`src/rtl/adcwin_pkg.sv`:
```
package adcwin_pkg;

  // The window is inside-sense when the less-than limit lies strictly above the greater-than limit.
  function automatic logic win_inside(input logic [31:0] gt, input logic [31:0] lt);
    return lt > gt;
  endfunction

  // Qualification of a single result against the two limits.
  function automatic logic win_hit(input logic [31:0] res,
                                   input logic [31:0] gt,
                                   input logic [31:0] lt);
    logic above, below;
    above = res > gt;
    below = res < lt;
    if (win_inside(gt, lt)) return above && below;
    else                    return above || below;
  endfunction

endpackage

```
`src/rtl/adcwin_cmp.sv`:
```
module adcwin_cmp #(
  parameter int W = 12
) (
  input  logic         clk,
  input  logic         rst_n,
  input  logic [W-1:0] res_data,
  input  logic         res_valid,
  input  logic [W-1:0] lim_gt,
  input  logic [W-1:0] lim_lt,
  output logic         hit_qual
);
  import adcwin_pkg::*;

  localparam int PAD = 32 - W;

  logic [31:0] res_w, gt_w, lt_w;
  logic        inside_mode;
  logic        raw_hit;

  assign res_w       = {{PAD{1'b0}}, res_data};
  assign gt_w        = {{PAD{1'b0}}, lim_gt};
  assign lt_w        = {{PAD{1'b0}}, lim_lt};
  assign inside_mode = win_inside(gt_w, lt_w);
  assign raw_hit     = win_hit(res_w, gt_w, lt_w);
  assign hit_qual    = res_valid & raw_hit;

  // in inside mode, a hit lies between the limits
  a_r2_inside_band: assert property (@(posedge clk) disable iff (!rst_n)
    (hit_qual && inside_mode) |-> (res_data > lim_gt && lim_lt > res_data));

  // in outside mode, a hit is beyond one limit
  a_r3_outside_band: assert property (@(posedge clk) disable iff (!rst_n)
    (hit_qual && !inside_mode) |-> (!(res_data <= lim_gt && res_data >= lim_lt)));

  // a result equal to a limit is never a hit
  a_r4_equal_no_hit: assert property (@(posedge clk) disable iff (!rst_n)
    (res_data == lim_gt || res_data == lim_lt) |-> !raw_hit);

  // no strobe, no qualified hit
  a_r8_strobe_gate: assert property (@(posedge clk) disable iff (!rst_n)
    !res_valid |-> !hit_qual);

endmodule

```
`src/rtl/adcwin_flag.sv`:
```
module adcwin_flag (
  input  logic clk,
  input  logic rst_n,
  input  logic hit_qual,
  input  logic flag_clr,
  output logic win_flag,
  output logic win_irq
);

  logic flag_next;

  // set has priority over clear
  always_comb begin
    flag_next = win_flag;
    if (flag_clr) flag_next = 1'b0;
    if (hit_qual) flag_next = 1'b1;
  end

  always_ff @(posedge clk or negedge rst_n) begin
    if (!rst_n) begin
      win_flag <= 1'b0;
      win_irq  <= 1'b0;
    end else begin
      win_flag <= flag_next;
      win_irq  <= hit_qual;
    end
  end

  // flag holds without a clear
  a_r5_sticky: assert property (@(posedge clk) disable iff (!rst_n)
    (win_flag && !flag_clr) |=> win_flag);

  // a qualifying result always leaves the flag set, even against a clear
  a_r6_set_wins: assert property (@(posedge clk) disable iff (!rst_n)
    hit_qual |=> win_flag);

  // a clear without a hit drops the flag
  a_r6_clear: assert property (@(posedge clk) disable iff (!rst_n)
    (flag_clr && !hit_qual) |=> !win_flag);

  // request follows each hit for one cycle
  a_r7_irq_on_hit: assert property (@(posedge clk) disable iff (!rst_n)
    hit_qual |=> win_irq);

  a_r7_irq_one_cycle: assert property (@(posedge clk) disable iff (!rst_n)
    !hit_qual |=> !win_irq);

  // the flag only rises because of a hit
  a_r8_no_spurious_rise: assert property (@(posedge clk) disable iff (!rst_n)
    (!win_flag && !hit_qual) |=> !win_flag);

endmodule

```
`src/rtl/adcwin_detect.sv`:
```
module adcwin_detect #(
  parameter int W = 12
) (
  input  logic         clk,
  input  logic         rst_n,
  input  logic [W-1:0] res_data,
  input  logic         res_valid,
  input  logic [W-1:0] lim_gt,
  input  logic [W-1:0] lim_lt,
  input  logic         flag_clr,
  output logic         win_flag,
  output logic         win_irq
);

  logic hit_qual;

  adcwin_cmp #(.W(W)) u_cmp (
    .clk       (clk),
    .rst_n     (rst_n),
    .res_data  (res_data),
    .res_valid (res_valid),
    .lim_gt    (lim_gt),
    .lim_lt    (lim_lt),
    .hit_qual  (hit_qual)
  );

  adcwin_flag u_flag (
    .clk      (clk),
    .rst_n    (rst_n),
    .hit_qual (hit_qual),
    .flag_clr (flag_clr),
    .win_flag (win_flag),
    .win_irq  (win_irq)
  );

  // outputs idle in the first cycle after reset
  logic rst_seen;
  always_ff @(posedge clk or negedge rst_n) begin
    if (!rst_n) rst_seen <= 1'b0;
    else        rst_seen <= 1'b1;
  end

  a_r1_idle_after_reset: assert property (@(posedge clk) disable iff (!rst_n)
    !rst_seen |-> (!win_flag && !win_irq));

  // a request implies the flag is set
  a_r7_irq_implies_flag: assert property (@(posedge clk) disable iff (!rst_n)
    win_irq |-> win_flag);

endmodule

```
`config.mk`:
```
export PLATFORM = sky130hd
export DESIGN_NAME = adcwin_detect
export DESIGN_NICKNAME = d
export VERILOG_FILES = /design/src/rtl/adcwin_pkg.sv /design/src/rtl/adcwin_cmp.sv /design/src/rtl/adcwin_flag.sv /design/src/rtl/adcwin_detect.sv
export SDC_FILE = /design/constraint.sdc
export NUM_CORES = 1
export LEC_CHECK = 0
export ABC_CLOCK_PERIOD_IN_PS = 1700
export BUFFER_PORTS_ARGS = -buffer_cell sky130_fd_sc_hd__buf_2
export CORE_UTILIZATION = 45
export DETAILED_ROUTE_END_ITERATION = 10
export PLACE_DENSITY = 0.77
export SLEW_MARGIN = 20
export SYNTH_ARGS = -nofsm -noshare
export SYNTH_HDL_FRONTEND = slang
export SYNTH_SLANG_ARGS = --single-unit
```
`constraint.sdc`:
```
create_clock -name clk -period 1.7 [get_ports clk]
set_input_delay 0 -clock clk [delete_from_list [all_inputs] [get_ports clk]]
set_output_delay 0 -clock clk [all_outputs]
set_load 0.05 [all_outputs]
```
# == After elaboration in Yosys (flattened, before gate mapping) ==
# Index checks and enable logic that the tools add are counted.
# totals
in_bits,40
rom_bits,0
memories,0
output_inout_bits,2
latch_bits,0
elab_cells,12
ramBits,0
ff_bits,2
# op_classes
mul,0
div,0
muxes,3
n_bitwise,1
shift,0
n_eq_ne,0
order_cmp,3
add_sub_neg,0
reduce_logical,3
# op_table
cell,n
12-bit greater-than comparator,2
12-bit < comparator,1
1-bit 2-to-1 mux,3
2-bit nonzero test,1
1-bit bitwise AND,1
1-bit logical AND,1
1-bit logical OR,1

# == Depth between registers and ports, before layout ==
# depth
ltp_word,5
mapped_depth,8

# == Modules after synthesis ==
# A second synthesis with hierarchy kept.
# hier_totals
cells_unflattened,117
area_unflattened_um2,920.9
# by_module_without_submodules
module,n_inst,area_each_um2,cells_per_inst,seq_area_each_um2
adcwin_cmp,1,859.6,113,0.0
adcwin_flag,1,61.3,4,50.0

# == Worst setup path before layout ==
# OpenSTA, ideal clock, no wires.
# synth_timing
kind,input port to flip-flop
start,in lim_gt[11]
end,reg u_flag.win_flag
t_arrival_ns,1.423
required_ns,1.620
n_path_buf,0
path_slack_ns,0.197
stages,8
cell_sequence,inv_1 ha_1 a21oi_2 o21ai_1 a2111oi_2 a21oi_1 maj3_2 o22ai_2
# synth_between
elab_chain_cells,5
word_cells_on_any_way,8
cone_classes,order compare (2); mux (2); bitwise (1); reduce/logical (3)
# synth_rtl
item,line_no,source
start: declaration,adcwin_detect.sv:8,"input logic [W-1:0] lim_gt,"
12-bit greater-than comparator,adcwin_pkg.sv:13,above = res > gt;
1-bit logical OR or 1-bit logical AND (tied branches),"adcwin_pkg.sv:16, adcwin_pkg.sv:15",
1-bit 2-to-1 mux (*),adcwin_pkg.sv:15,"if (win_inside(gt, lt)) return above && below;"
1-bit bitwise AND (*),adcwin_cmp.sv:25,assign hit_qual = res_valid & raw_hit;
1-bit 2-to-1 mux or 2-bit nonzero test (tied branches),--,
end signal: assignment,adcwin_flag.sv:24,win_flag <= flag_next;
end: declaration,adcwin_flag.sv:6,"output logic win_flag,"
# Mark *: on every way between the ends. The rest lies on a longest branch, timed or not.
# A chain may end at the register's enable or synchronous reset.

# == Worst setup path in the final report ==
# Same ends and word-level chain as after synthesis.

==> impl_metrics.toml <==
[run_status]
outcome = "finished clean"

[cts]
insertion_delay_ns = 0.22
cts-root-buf = "clkbuf_4"
clkSlewWorstSetupHoldPaths_ns = 0.03
clock_path_buffers = 2
cts_max_level = 1
cts_sinks = 2
numCtsBuffers = 3
cts_tree = "yes"
ctsResizeCount = 0

[worst_setup_path]
arrival_ns = 1.60
start_kind = "input port"
worstPathMaxFanout = 2
reg2reg_setup_slack_ns = 1.08
crit_path_end_kind = "register"
path_class = "input port to register"
required_ns = 1.84

[timing]
skew_ns = 0
worst_pin_slew_ns = 0.269
slew_headroom_pct = 82.1
hold_viol = 0
fin_tns_setup_ns = 0
timing.final.ws_setup_ns = 0.237
rsz0062_at_grt = "no"
fin_crit_sh_pct = 86.0
setup_viol = 0
fmax_ghz = 0.684
fin_crit_ns = 1.46
final_max_slew_viol_count = 0

[placement]
place_ws_ns = 0.00960
dp_hpwl_um = 2010
portBuffers = 41
dpl_cell_area_mm2 = 0.00118
finalWeightedCongestion = 0.799

[die]
core_area_mm2 = 0.00196
dieArea_mm2 = 0.00227
ios = 42
fp.dieH_um = 47.7
row_count = 16
initial_core_util_pct = 47.8
die_width_um = 47.7

[detailed_routing]
wl_per_cell_um = 11.3
drt_iter0_markers = 2
dr_total_vias = 981
drtPass1Iterations = 2
drt-total-wl_um = 2160
viasPerCell = 5.11
antenna_left = 0
drc_errors = 0

[grt]
grt_pass1_vias = 899
grt_start_max_net_pins = 5
gr-usage-met1_pct = 21.2
grt-busiest-layer = "met2"
grtUsageMet2_pct = 45.2
track_usage_pct = 20.7
grt_pass1_wl_um = 3340
overflow = 0
antenna_found_initial = 0
grt_use_met3_pct = 2.26

[pwr]
power.total_uw = 470
p_per_area_mw_per_mm2 = 385
power.ir.vdd_worst_mv = 0.258
leakagePower_nw = 0.728

[final_layout]
multi_input_area_um2 = 791
nNetsFinal = 242
fin_util_pct = 62.2
fin_area_mm2 = 0.00122
fill_cells = 199
layout-drive-gt1-share_pct = 30.9
synthToLayoutAreaGrowth_pct = 30.0
num_antenna_cells = 0
seq_area_um2 = 50.0

[synthesis]
netlist_instances = 119
syn_nets = 194
yosys_warnings = 0
synth_top_area_share_pct = 46.7
avgSynthCellArea_um2 = 7.89
ys_types = 26
ys_ff_latch = 2
synthTopCellsByArea = "ha_1, inv_1, a21oi_1"
yosysSeqAreaShare_pct = 5.33
syn-cell-area_um2 = 938
synth_area_leader_cell = "ha_1"

[worst_hold_path]
hp-class = "input port to register"

[job]
drv_cap = 0
[final cells by class]
cell class / count / area share [%]
Sequential cell: 2 / 4.10
Inverter: 26 / 8.00
Clock buffer: 3 / 1.85
Timing Repair Buffer: 43 / 18.5
Tap cell: 27 / 2.77
Multi-Input combinational cell: 91 / 64.8
[placed cells by master (no fill, tap or decap)]
cell,Yosys,layout
a21oi_2,2,2
nor2b_1,2,2
a21o_1,3,3
buf_2,0,41
inv_1,26,26
dfrtp_1,2,2
nand3_1,3,3
maj3_2,1,1
nand2b_1,1,1
a32o_1,1,1
nor2_1,3,3
a211oi_1,1,1
o211ai_1,2,2
ha_1,35,35
nor3_2,1,1
nand4b_1,1,1
o21ai_0,2,2
clkbuf_4,0,3
nor2_4,1,1
a21oi_1,11,11
o31ai_1,1,1
nand4_1,6,6
o21ai_1,3,3
nand2_1,7,7
a221oi_1,1,1
and3_1,1,1
o22ai_2,1,1
a2111oi_2,1,1
dlygate4sd3_1,0,2
[routing by layer]
metal  wire, um  vias to the layer above
met5          0                        -
met4          0                        0
met3         57                        0
met2       1230                       20
met1        877                      437
li1           -                      524
[power breakdown]
part	internal [mW]	switching (mW)
clock	0.0775	0.0227
combinational	0.140	0.171
sequential	0.0554	0.00322
total	0.273	0.197
[path summary, 6_finish.rpt]
| path | endpoint | from | cells after the start |
|---|---|---|---|
| worst max-delay path | u_flag.win_flag | lim_gt[11] | 9 |
| min in group asynchronous | u_flag.win_irq | rst_n | 2 |
| worst min register to register | u_flag.win_flag | u_flag.win_flag | 2 |
| worst min-delay path | u_flag.win_flag | res_valid | 3 |
| max in group asynchronous | u_flag.win_flag | rst_n | 2 |
| worst max register to register | u_flag.win_flag | u_flag.win_flag | 2 |
[cells in the mapped netlist]
library cell  instances
ha_1                 35
nand4_1               6
o21ai_0               2
o22ai_2               1
o31ai_1               1
maj3_2                1
a211oi_1              1
o21ai_1               3
a21o_1                3
dfrtp_1               2
a21oi_2               2
nand2b_1              1
and3_1                1
inv_1                26
nand3_1               3
a21oi_1              11
nor2b_1               2
a32o_1                1
nor2_1                3
nor3_2                1
o211ai_1              2
a2111oi_2             1
nand4b_1              1
nand2_1               7
a221oi_1              1
nor2_4                1
[state kept, by name, summed over array words and instances, names as in the netlist]
register	count
u_flag.win_flag	1
u_flag.win_irq	1
[worst max-delay path, stage by stage]
cell	delay [ns]
buf_2	0.07
inv_1	0.05
ha_1	0.32
nand4_1	0.17
nor3_2	0.24
a221oi_1	0.12
a32o_1	0.22
maj3_2	0.31
o22ai_2	0.11
[cell families after synthesis]
family	after synthesis	synth area share (%)
fa+ha+maj	36	47.9
simple gates	26	15.5
compound gates	29	20.9
flops	2	5.33
buf+inv	26	10.4
[timing repair]
| item | in CTS | in global routing |
|---|---|---|
| endpoints found under the hold margin | 3 | 0 |
| hold buffers | 2 | 0 |
| setup buffers | 0 | 0 |
| setup endpoints to repair | 0 | 0 |
[through the flow]
step | hold WS (ns) | cells
final | 0.0302 | 192
after global routing | 0.0345 | 192
after CTS | 0.0258 | 192
after detailed placement | -0.212 | 187
after global placement | -0.216 | 187
after floorplan | -0.296 | 119
No activity file was read; power rests on OpenSTA's default activity.
